--- src/rtl/tree_route_unit.sv ---
module tree_route_unit #(
  parameter int RADIX  = 4,
  parameter int LEVELS = 3
) (
  input  logic                                 clk,
  input  logic                                 rst_n,
  input  logic                                 req_valid,
  output logic                                 req_ready,
  input  logic [LEVELS*$clog2(RADIX)-1:0]      req_src,
  input  logic [LEVELS*$clog2(RADIX)-1:0]      req_dst,
  output logic                                 step_valid,
  input  logic                                 step_ready,
  output logic [1:0]                           step_kind,
  output logic [$clog2(RADIX)-1:0]             step_port,
  output logic                                 step_last,
  output logic [$clog2(LEVELS+1)-1:0]          climb
);
  localparam int PW = $clog2(RADIX);
  localparam int AW = LEVELS * PW;
  localparam int CW = $clog2(LEVELS + 1);
  localparam int IW = (LEVELS > 1) ? $clog2(LEVELS) : 1;

  localparam logic [1:0] K_UP    = 2'b01;
  localparam logic [1:0] K_DOWN  = 2'b10;
  localparam logic [1:0] K_LOCAL = 2'b11;

  logic          busy_q, local_q;
  logic [CW-1:0] up_left_q, climb_q, hops_c;
  logic [IW-1:0] dig_q;
  logic [AW-1:0] dst_q;
  logic [AW-1:0] diff;

  wire accept  = req_valid && req_ready;
  wire fire    = step_valid && step_ready;
  wire in_up   = busy_q && !local_q && (up_left_q != '0);
  wire in_down = busy_q && !local_q && (up_left_q == '0);

  assign diff = req_src ^ req_dst;

  always_comb begin
    hops_c = '0;
    for (int d = 0; d < LEVELS; d++)
      if (diff[d*PW +: PW] != '0) hops_c = CW'(d + 1);
  end

  always_ff @(posedge clk) begin
    if (!rst_n) begin
      busy_q    <= 1'b0;
      local_q   <= 1'b0;
      up_left_q <= '0;
      climb_q   <= '0;
      dig_q     <= '0;
      dst_q     <= '0;
    end else if (accept) begin
      busy_q    <= 1'b1;
      local_q   <= (hops_c == '0);
      up_left_q <= hops_c;
      climb_q   <= hops_c;
      dig_q     <= (hops_c == '0) ? '0 : IW'(hops_c - 1'b1);
      dst_q     <= req_dst;
    end else if (fire) begin
      if (local_q) begin
        busy_q <= 1'b0;
      end else if (in_up) begin
        up_left_q <= up_left_q - 1'b1;
      end else if (dig_q == '0) begin
        busy_q <= 1'b0;
      end else begin
        dig_q <= dig_q - 1'b1;
      end
    end
  end

  assign req_ready  = !busy_q;
  assign step_valid = busy_q;
  assign step_kind  = !busy_q ? 2'b00 : local_q ? K_LOCAL : in_up ? K_UP : K_DOWN;
  assign step_port  = in_down ? dst_q[dig_q*PW +: PW] : '0;
  assign step_last  = busy_q && (local_q || (in_down && dig_q == '0));
  assign climb      = climb_q;

  AST_NO_TAKE_WHILE_BUSY: assert property (@(posedge clk) disable iff (!rst_n)
    step_valid |-> !req_ready);
  AST_STEP_HELD: assert property (@(posedge clk) disable iff (!rst_n)
    (step_valid && !step_ready) |=> (step_valid && $stable(step_kind) && $stable(step_port)
                                     && $stable(step_last) && $stable(climb)));
  AST_LAST_ENDS: assert property (@(posedge clk) disable iff (!rst_n)
    (step_valid && step_ready && step_last) |=> (!step_valid && req_ready));
  AST_LOCAL_SHAPE: assert property (@(posedge clk) disable iff (!rst_n)
    (step_valid && step_kind == K_LOCAL) |-> (step_last && climb == '0));
  AST_NO_UP_AFTER_DOWN: assert property (@(posedge clk) disable iff (!rst_n)
    (step_valid && step_ready && step_kind == K_DOWN && !step_last) |=> (step_kind == K_DOWN));
  AST_CLIMB_RANGE: assert property (@(posedge clk) disable iff (!rst_n)
    step_valid |-> (climb <= CW'(LEVELS)));
  AST_UP_PORT_ZERO: assert property (@(posedge clk) disable iff (!rst_n)
    (step_valid && step_kind == K_UP) |-> (step_port == '0 && !step_last));
endmodule

--- config.mk ---
export PLATFORM = sky130hd
export DESIGN_NAME = tree_route_unit
export DESIGN_NICKNAME = d
export VERILOG_FILES = /design/src/rtl/tree_route_unit.sv
export SDC_FILE = /design/constraint.sdc
export NUM_CORES = 1
export LEC_CHECK = 0
export BUFFER_PORTS_ARGS = -buffer_cell sky130_fd_sc_hd__clkbuf_2
export CAP_MARGIN = 40
export CORE_UTILIZATION = 52
export DETAILED_ROUTE_END_ITERATION = 6
export GPL_ROUTABILITY_DRIVEN = 1
export PLACE_DENSITY_LB_ADDON = 0.1
export SYNTH_ARGS = -nofsm -noshare
export SYNTH_HDL_FRONTEND = slang
export SYNTH_SLANG_ARGS = --single-unit
export TNS_END_PERCENT = 1
--- constraint.sdc ---
create_clock -name clk -period 2.65 [get_ports clk]
set_clock_uncertainty 0.05 [all_clocks]
set_input_delay 0.53 -clock clk [delete_from_list [all_inputs] [get_ports clk]]
set_output_delay 0.53 -clock clk [all_outputs]
set_load 0.005 [all_outputs]
==> results of run 1 <==
worst max-delay path: cells and delay by family (launching register included):
kind | cells | cell delay [ns]
DFF | 1 | 0.34
adders and majority gates | 1 | 0.28
and+or+nand+nor | 2 | 0.20
buffers and inverters | 2 | 0.16
AOI/OAI and AO/OA | 1 | 0.14
kinds of logic after synthesis:
group	after synthesis	synth area share (%)
xor gates and xnor gates	8	8.66
and+or+nand+nor	40	27.2
AOI/OAI and AO/OA	21	18.4
buffers and inverters	9	5.56
DFF	14	34.6
muxes	2	2.47
adders and majority gates	2	3.09
power breakdown:
part           switching (uW)  internal (uW)  leakage [uW]
sequential               15.6            227      0.000116
combinational            61.3           58.6      0.000303
clock                    75.3           83.8     0.0000210
total                     152            370      0.000439
layout make-up:
class / count / area (sq um)
clock buffers: 4 / 36.3
multi-input cells: 73 / 484
repair buffers: 24 / 120
fillers: 123 / 404
inverters: 6 / 22.5
well taps: 15 / 18.8
flip-flops and latches: 14 / 280
Yosys cell counts, types with 3 or more instances:
| master | instances |
|---|---|
| a21boi_0 | 6 |
| dfxtp_1 | 14 |
| inv_1 | 6 |
| nand2_1 | 20 |
| nand3_1 | 3 |
| nor2_1 | 4 |
| o21ai_0 | 4 |
| xnor2_1 | 6 |
registers in the layout, indices dropped and copies added, names as in the netlist:
register	flops
dst_q	6
climb	2
dig_q	2
up_left_q	2
local_q	1
step_valid	1
worst max-delay path by stage:
stage                            to
final                     step_last
after global routing      step_last
after CTS                 step_last
after detailed placement  step_last
after global placement    step_last
after floorplan           step_last
stage by stage:
step	util (%)	area, sq um	setup WS, ns	total power [uW]	cells
after floorplan	-	810	1.12	328	96
after global placement	67.8	926	1.04	364	132
after detailed placement	67.8	926	0.976	367	132
after CTS	70.4	962	0.657	522	136
after global routing	70.4	962	0.491	550	136
final	70.4	962	0.659	522	136
placed cells by master, fill, tap and decap left out, types with 2 or more instances in the layout:
master and n:
o211a_1 2, a211oi_1 2, nand2_1 20, dfxtp_1 14, nand3_1 3, xnor2_1 6
and3_2 2, xor2_1 2, mux2i_1 2, clkbuf_4 3, o21ai_0 4, o31ai_1 2
nor2_1 4, clkbuf_2 24, a21boi_0 6, ha_1 2, inv_1 6
routing by layer:
layer | global-route usage [%] | share of wire [%] | vias to the layer above
met4 | 13.5 | 2.8 | 0
li1 | - | - | 381
met5 | 0 | 0 | -
met1 | 29.2 | 47 | 330
met3 | 3.91 | 3.8 | 4
met2 | 34.1 | 46 | 22
==> metrics.md, run 1 <==
| Metric | Value |
|---|---|
| Largest net degree at the start of global routing | `17` |
| # rows | `13` |
| Yosys cell types | `34` |
| Pwr dens | `542 nW/um^2` |
| P_leak | `between 0.0004 and 0.0005 uW` |
| Vias in the first global route | `656` |
| Syn nets | `114` |
| Min-delay src | `step_ready` |
| R2R Path Start | `dig_q[0]$_SDFFE_PN0P_` |
| Clk slew on worst S/H paths | `0.09 ns` |
| Slew Limit Fails | `0` |
| Setup TNS | `0 ns` |
| Crit-path slowest cell | `dfxtp_1` |
| Critical Path RT | `a little over 2 ns` |
| Hold slack | `0.412 ns` |
| WL final | `1720 um` |
| Num Clock Sinks | `14` |
| Via count | `737` |
| DRT Pass-1 Iters | `4` |
| Detailed-route DRC error count | `0` |
| Worst EP arrival | `1.41 ns` |
| Most used cell, CP | `nor2_1` |
| Depth of the worst register-to-register path | `5` |
| GPL Wtd Cong | `between 0.7 and 0.8` |
| Post-DP HPWL | `between 1000 and 1500 um` |
| CP Class | `reg2out` |
| Chip width | `41.5 um` |
| Crit. Startpoint | `up_left_q[0]$_SDFFE_PN0P_` |
| IO Count | `25` |
| Worst-margin pin slew | `0.328 ns` |
| Peak VDD IR | `between 400 and 500 uV` |
| CP max stage delay | `0.34 ns` |
| Hold Crit Depth | `2` |
| Hold Vio Cnt, Final | `0` |
| Initial Util | `59.2%` |
| Clock root buffer | `clkbuf_4` |
| Reg2reg setup slack | `around 1.1 ns` |
| Post-synth ARST share | `0%` |
| Syn_area_per_cell | `8.43 sq um` |
| Via density | `5.42` |
| Status | `finished, final reports clean` |
| Iteration-0 DRC count of the detailed router | `11` |
| Skew-Pair Late Insertion Delay | `0.29 ns` |
| Relative slew slack | `78.0%` |
| CP max FO | `8` |
| Number of setup violations in the final report | `0` |
| Clock tree buffer depth | `2` |
| PortBufs | `24` |
| Antenna Nets Post-Route | `0` |
| Sequential area share after synthesis | `34.6%` |
| CTS tree | `done` |
| Area of the core | `between 1000 and 1500 sq um` |
| Postcts setup bufs | `0` |
| CP Capture Type | `output port` |
| Global-route wire length before repair | `between 2000 and 3000 um` |
| Fmax | `502 MHz` |
| Area contributors post-synth | `dfxtp_1 35%, nand2_1 9.3%, xnor2_1 6.5%, a21boi_0 5.6%, ha_1 3.1%` |
| YS warnings | `0` |
| Cell Area, Synth | `810 sq um` |
| Period utilization | `75.1%` |
| Die Area | `1720 sq um` |
| DIE HEIGHT | `around 41 um` |
| Critical-path cell list | `inv_1 > ha_1 > nor2_1 > nor2_1 > o21a_1 > clkbuf_2` |
| Final min period | `1.99 ns` |
| CTS Hold Bufs | `0` |
| All-Layer GR Usage | `22.4%` |
| Yosys reg bits | `14` |
| Hold endpoint | `step_valid$_SDFFE_PN0P_` |
| H-tree depth | `1` |
| CP Launch Type | `flop` |
| N_diodes | `0` |
| Grt total ovfl | `0` |
| Post-Synthesis Cells | `96` |
| Synth top area share | `34.6%` |
| Ys flop type | `dfxtp_1` |
| Fin nets | `140` |
| EDFF count, synth | `0` |
| Antenna violations before repair | `0` |
| RSZ-0062 raised after global routing | `no` |
| Area Growth Syn to Fin | `18.9%` |
| Maxcap violations | `0` |
| Post-CTS sizing | `0` |
| Reg2reg end | `dig_q[0]$_SDFFE_PN0P_` |
| Cts bufs inserted | `3` |
| Yosys top cell by area | `dfxtp_1` |
| WL/cell | `12.6 um` |
| Layout cells sized above 1 | `29.8%` |
| Hold/Removal Path Class | `in2reg` |
No activity file was read; power rests on OpenSTA's default activity.
==> run 2: changes to the inputs <==
--- a/config.mk
+++ b/config.mk
@@ -5,9 +5,10 @@
 export SDC_FILE = /design/constraint.sdc
 export NUM_CORES = 1
 export LEC_CHECK = 0
+export ABC_AREA = 1
 export BUFFER_PORTS_ARGS = -buffer_cell sky130_fd_sc_hd__clkbuf_2
 export CAP_MARGIN = 40
-export CORE_UTILIZATION = 52
+export CORE_UTILIZATION = 49
 export DETAILED_ROUTE_END_ITERATION = 6
 export GPL_ROUTABILITY_DRIVEN = 1
 export PLACE_DENSITY_LB_ADDON = 0.1
==> constraint.sdc (replaced) <==
create_clock -name clk -period 2.1 [get_ports clk]
set_clock_uncertainty 0.05 [all_clocks]
set_input_delay 0.42 -clock clk [delete_from_list [all_inputs] [get_ports clk]]
set_output_delay 0.42 -clock clk [all_outputs]
set_load 0.005 [all_outputs]
==> metrics.md, run 2 <==
| Metric | Value |
|---|---|
| Setup WS post-layout | `0.265 ns (-0.394 ns)` |
| # rows | `14 (+1)` |
| Synth top area share | `34.1% (-0.47 points)` |
| Status | `finished, final reports clean` |
| Area Growth Syn to Fin | `18.3%` |
| Global-route wire length before repair | `3040 um (+3.1%)` |
| Slew Limit Fails | `0 (unchanged)` |
| Grt total ovfl | `0 (unchanged)` |
| H-tree depth | `1 (unchanged)` |
| Antenna violations before repair | `0 (unchanged)` |
| Postcts setup bufs | `0 (unchanged)` |
| Critical-path cell list | `inv_1 > ha_1 > nor2_1 > nand2_1 > nand2_1 > nor2_1 > clkbuf_2` |
| Vias in the first global route | `766 (+17%)` |
| Filler Cell Count | `152 (+24%)` |
| Yosys cell types | `17 (-50%)` |
| Most frequent cells after synthesis | `26 x nand2_1, 21 x nor2_1, 14 x dfxtp_1, 14 x inv_1, 13 x a21oi_1` |
| YS warnings | `0 (unchanged)` |
| FF/Latch Area | `280 sq um (unchanged)` |
| Hold/Removal Path Class | `in2reg` |
| Syn_area_per_cell | `6.57 sq um (-22%)` |
| Largest net degree at the start of global routing | `16 (-1)` |
| Synth Area in Simple Gates | `30.6% (+3.4 points)` |
| Clk slew on worst S/H paths | `0.09 ns (about the same)` |
| Fmax | `545 MHz` |
| All-Layer GR Usage | `21.7% (-0.67 points)` |
| Setup TNS | `0 ns (unchanged)` |
| Most common cell after layout, fill and taps aside | `nand2_1` |
| Skew-Pair Late Insertion Delay | `0.28 ns (about the same)` |
| Sequential area share after synthesis | `34.1% (-0.47 points)` |
| Reg with most FFs | `dst_q` |
| Post-DP HPWL | `1350 um (+2.6%)` |
| CP Capture Type | `output port` |
| Num Clock Sinks | `14 (unchanged)` |
| PortBufs | `24 (unchanged)` |
| Via density | `4.88 (-10%)` |
| Initial Util | `53.2% (-6.0 points)` |
| Ys flop type | `dfxtp_1` |
| EDFF count, synth | `0 (unchanged)` |
| P_leak | `0.000503 uW (+15%)` |
| Pwr dens | `734 nW/um^2 (+35%)` |
| Critical Path RT | `1.63 ns (-0.44 ns)` |
| Fin nets | `169 (+21%)` |
| Dpl ws | `0.576 ns (-0.400 ns)` |
| Area contributors post-synth | `dfxtp_1 34%, nand2_1 12%, nor2_1 9.6%, a21oi_1 7.9%, inv_1 6.4%` |
| Peak VDD IR | `401 uV (-11%)` |
| IO Count | `25 (unchanged)` |
| Yosys reg bits | `14 (unchanged)` |
| Final instance area | `971 sq um (+0.91%)` |
| Relative slew slack | `84.2% (+6.2 points)` |
| Max reg flops | `6 (unchanged)` |
| Clock tree buffer depth | `2 (unchanged)` |
| Area occupied by multi-input gates | `450 sq um (-7.0%)` |
| Reg2reg setup slack | `0.68 ns (-0.42 ns)` |
| Detailed-route DRC error count | `0 (unchanged)` |
| N_diodes | `0 (unchanged)` |
| CP Launch Type | `flop` |
| WL final | `1740 um (+0.93%)` |
| Chip width | `42.9 um (+3.5%)` |
| Post-CTS sizing | `0 (unchanged)` |
| Clock root buffer | `clkbuf_4` |
| Post-synthesis compound-gate area fraction | `15.9% (-2.5 points)` |
| Worst-margin pin slew | `0.237 ns (-0.0910 ns)` |
| Period utilization | `between 80 and 90%` |
| DRT Pass-1 Iters | `4 (unchanged)` |
| Post-Synth XOR/XNOR Area | `5.34% (-3.3 points)` |
| Via count | `810 (+9.9%)` |
| Most frequent cells in the layout | `26 x nand2_1, 24 x clkbuf_2, 21 x nor2_1` |
| Worst EP arrival | `1.36 ns (-0.05 ns)` |
| Antenna Nets Post-Route | `0 (unchanged)` |
| CP Class | `reg2out` |
| Final min period | `1.83 ns` |
| RSZ-0062 raised after global routing | `no` |
| Syn nets | `143 (+25%)` |
| WL/cell | `10.5 um (-17%)` |
| CP max FO | `3 (-5)` |
| Area of the core | `1540 sq um (+13%)` |
| CTS tree | `done` |
| Cts bufs inserted | `3 (unchanged)` |
| GPL Wtd Cong | `0.739 (+0.76%)` |
| Most frequent cell after synthesis | `nand2_1` |
| CTS Hold Bufs | `0 (unchanged)` |
| CP max stage delay | `0.34 ns (about the same)` |
| DIE HEIGHT | `42.9 um (+3.5%)` |
| Maxcap violations | `0 (unchanged)` |
| Hold Vio Cnt, Final | `0 (unchanged)` |
| Cell Area, Synth | `821 sq um (+1.4%)` |
| Adder-Cell Fraction of Synth Area | `3.05% (-0.042 points)` |
| Post-synthesis mux area share | `0% (-2.5 points)` |
| Layout cells sized above 1 | `24.0% (-5.8 points)` |
| Post-Synthesis Cells | `125 (+30%)` |
| Yosys top cell by area | `dfxtp_1` |
| Iteration-0 DRC count of the detailed router | `8 (-3)` |
| Number of setup violations in the final report | `0 (unchanged)` |
| Largest family of logic cells by synthesized area | `simple AND/OR/NAND/NOR gates` |
| Die Area | `1840 sq um (+7.2%)` |
| Crit-path slowest cell | `dfxtp_1` |
| Post-synth ARST share | `0% (unchanged)` |
| Placed inst area | `935 sq um (+0.95%)` |
-- run 2: cell type report --
class	count	share of cell area, %
Multi-Input combinational cell	91	46.4
Sequential cell	14	28.9
Tap cell	16	2.06
Clock buffer	4	3.74
Timing Repair Buffer	24	12.4
Inverter	17	6.57
-- run 2: through the flow --
stage,util (%),total power [uW],std cells,hold WS [ns]
after global placement,60.6,515,162,0.404
final,63.0,712,166,0.329
after detailed placement,60.6,522,162,0.413
after CTS,63.0,716,166,0.332
after global routing,63.0,760,166,0.366
after floorplan,-,466,125,0.405
-- run 2: path summary, 6_finish.rpt --
path | depth (start not counted) | endpoint | from
max reg2reg | 8 | dig_q[0]$_SDFFE_PN0P_ | dig_q[0]$_SDFFE_PN0P_
min reg2reg | 2 | climb[1]$_SDFFE_PN0P_ | climb[1]$_SDFFE_PN0P_
min | 3 | dst_q[2]$_SDFFE_PN0P_ | req_dst[2]
max | 7 | step_last | up_left_q[0]$_SDFFE_PN0P_
-- run 2: logic make-up (layout without fill, tap and decap cells) --
family	after synthesis	in the layout
AND/OR/NAND/NOR	58	58
flip-flops	14	14
buffers and inverters	20	45
XOR/XNOR	5	5
adder cells (fa/ha/maj)	2	2
AO/OA/AOI/OAI	26	26
-- run 2: critical path: cells and delay by family (launching register included) --
family                   cells  cell delay [ns]
AND/OR/NAND/NOR              4             0.36
flip-flops                   1             0.34
buffers and inverters        2             0.17
adder cells (fa/ha/maj)      1             0.22
-- run 2: power by group --
part           switching, uW  internal (uW)
clock                   90.7            106
combinational            118           81.6
sequential              22.3            294
-- run 2: per-layer routing --
layer	GRT usage (%)	up-vias	part of all wire, %
met4	7.50	0	0.58
met5	0	-	0
met3	5.11	2	3.9
met1	25.8	346	47
met2	37.6	17	48
li1	-	445	-
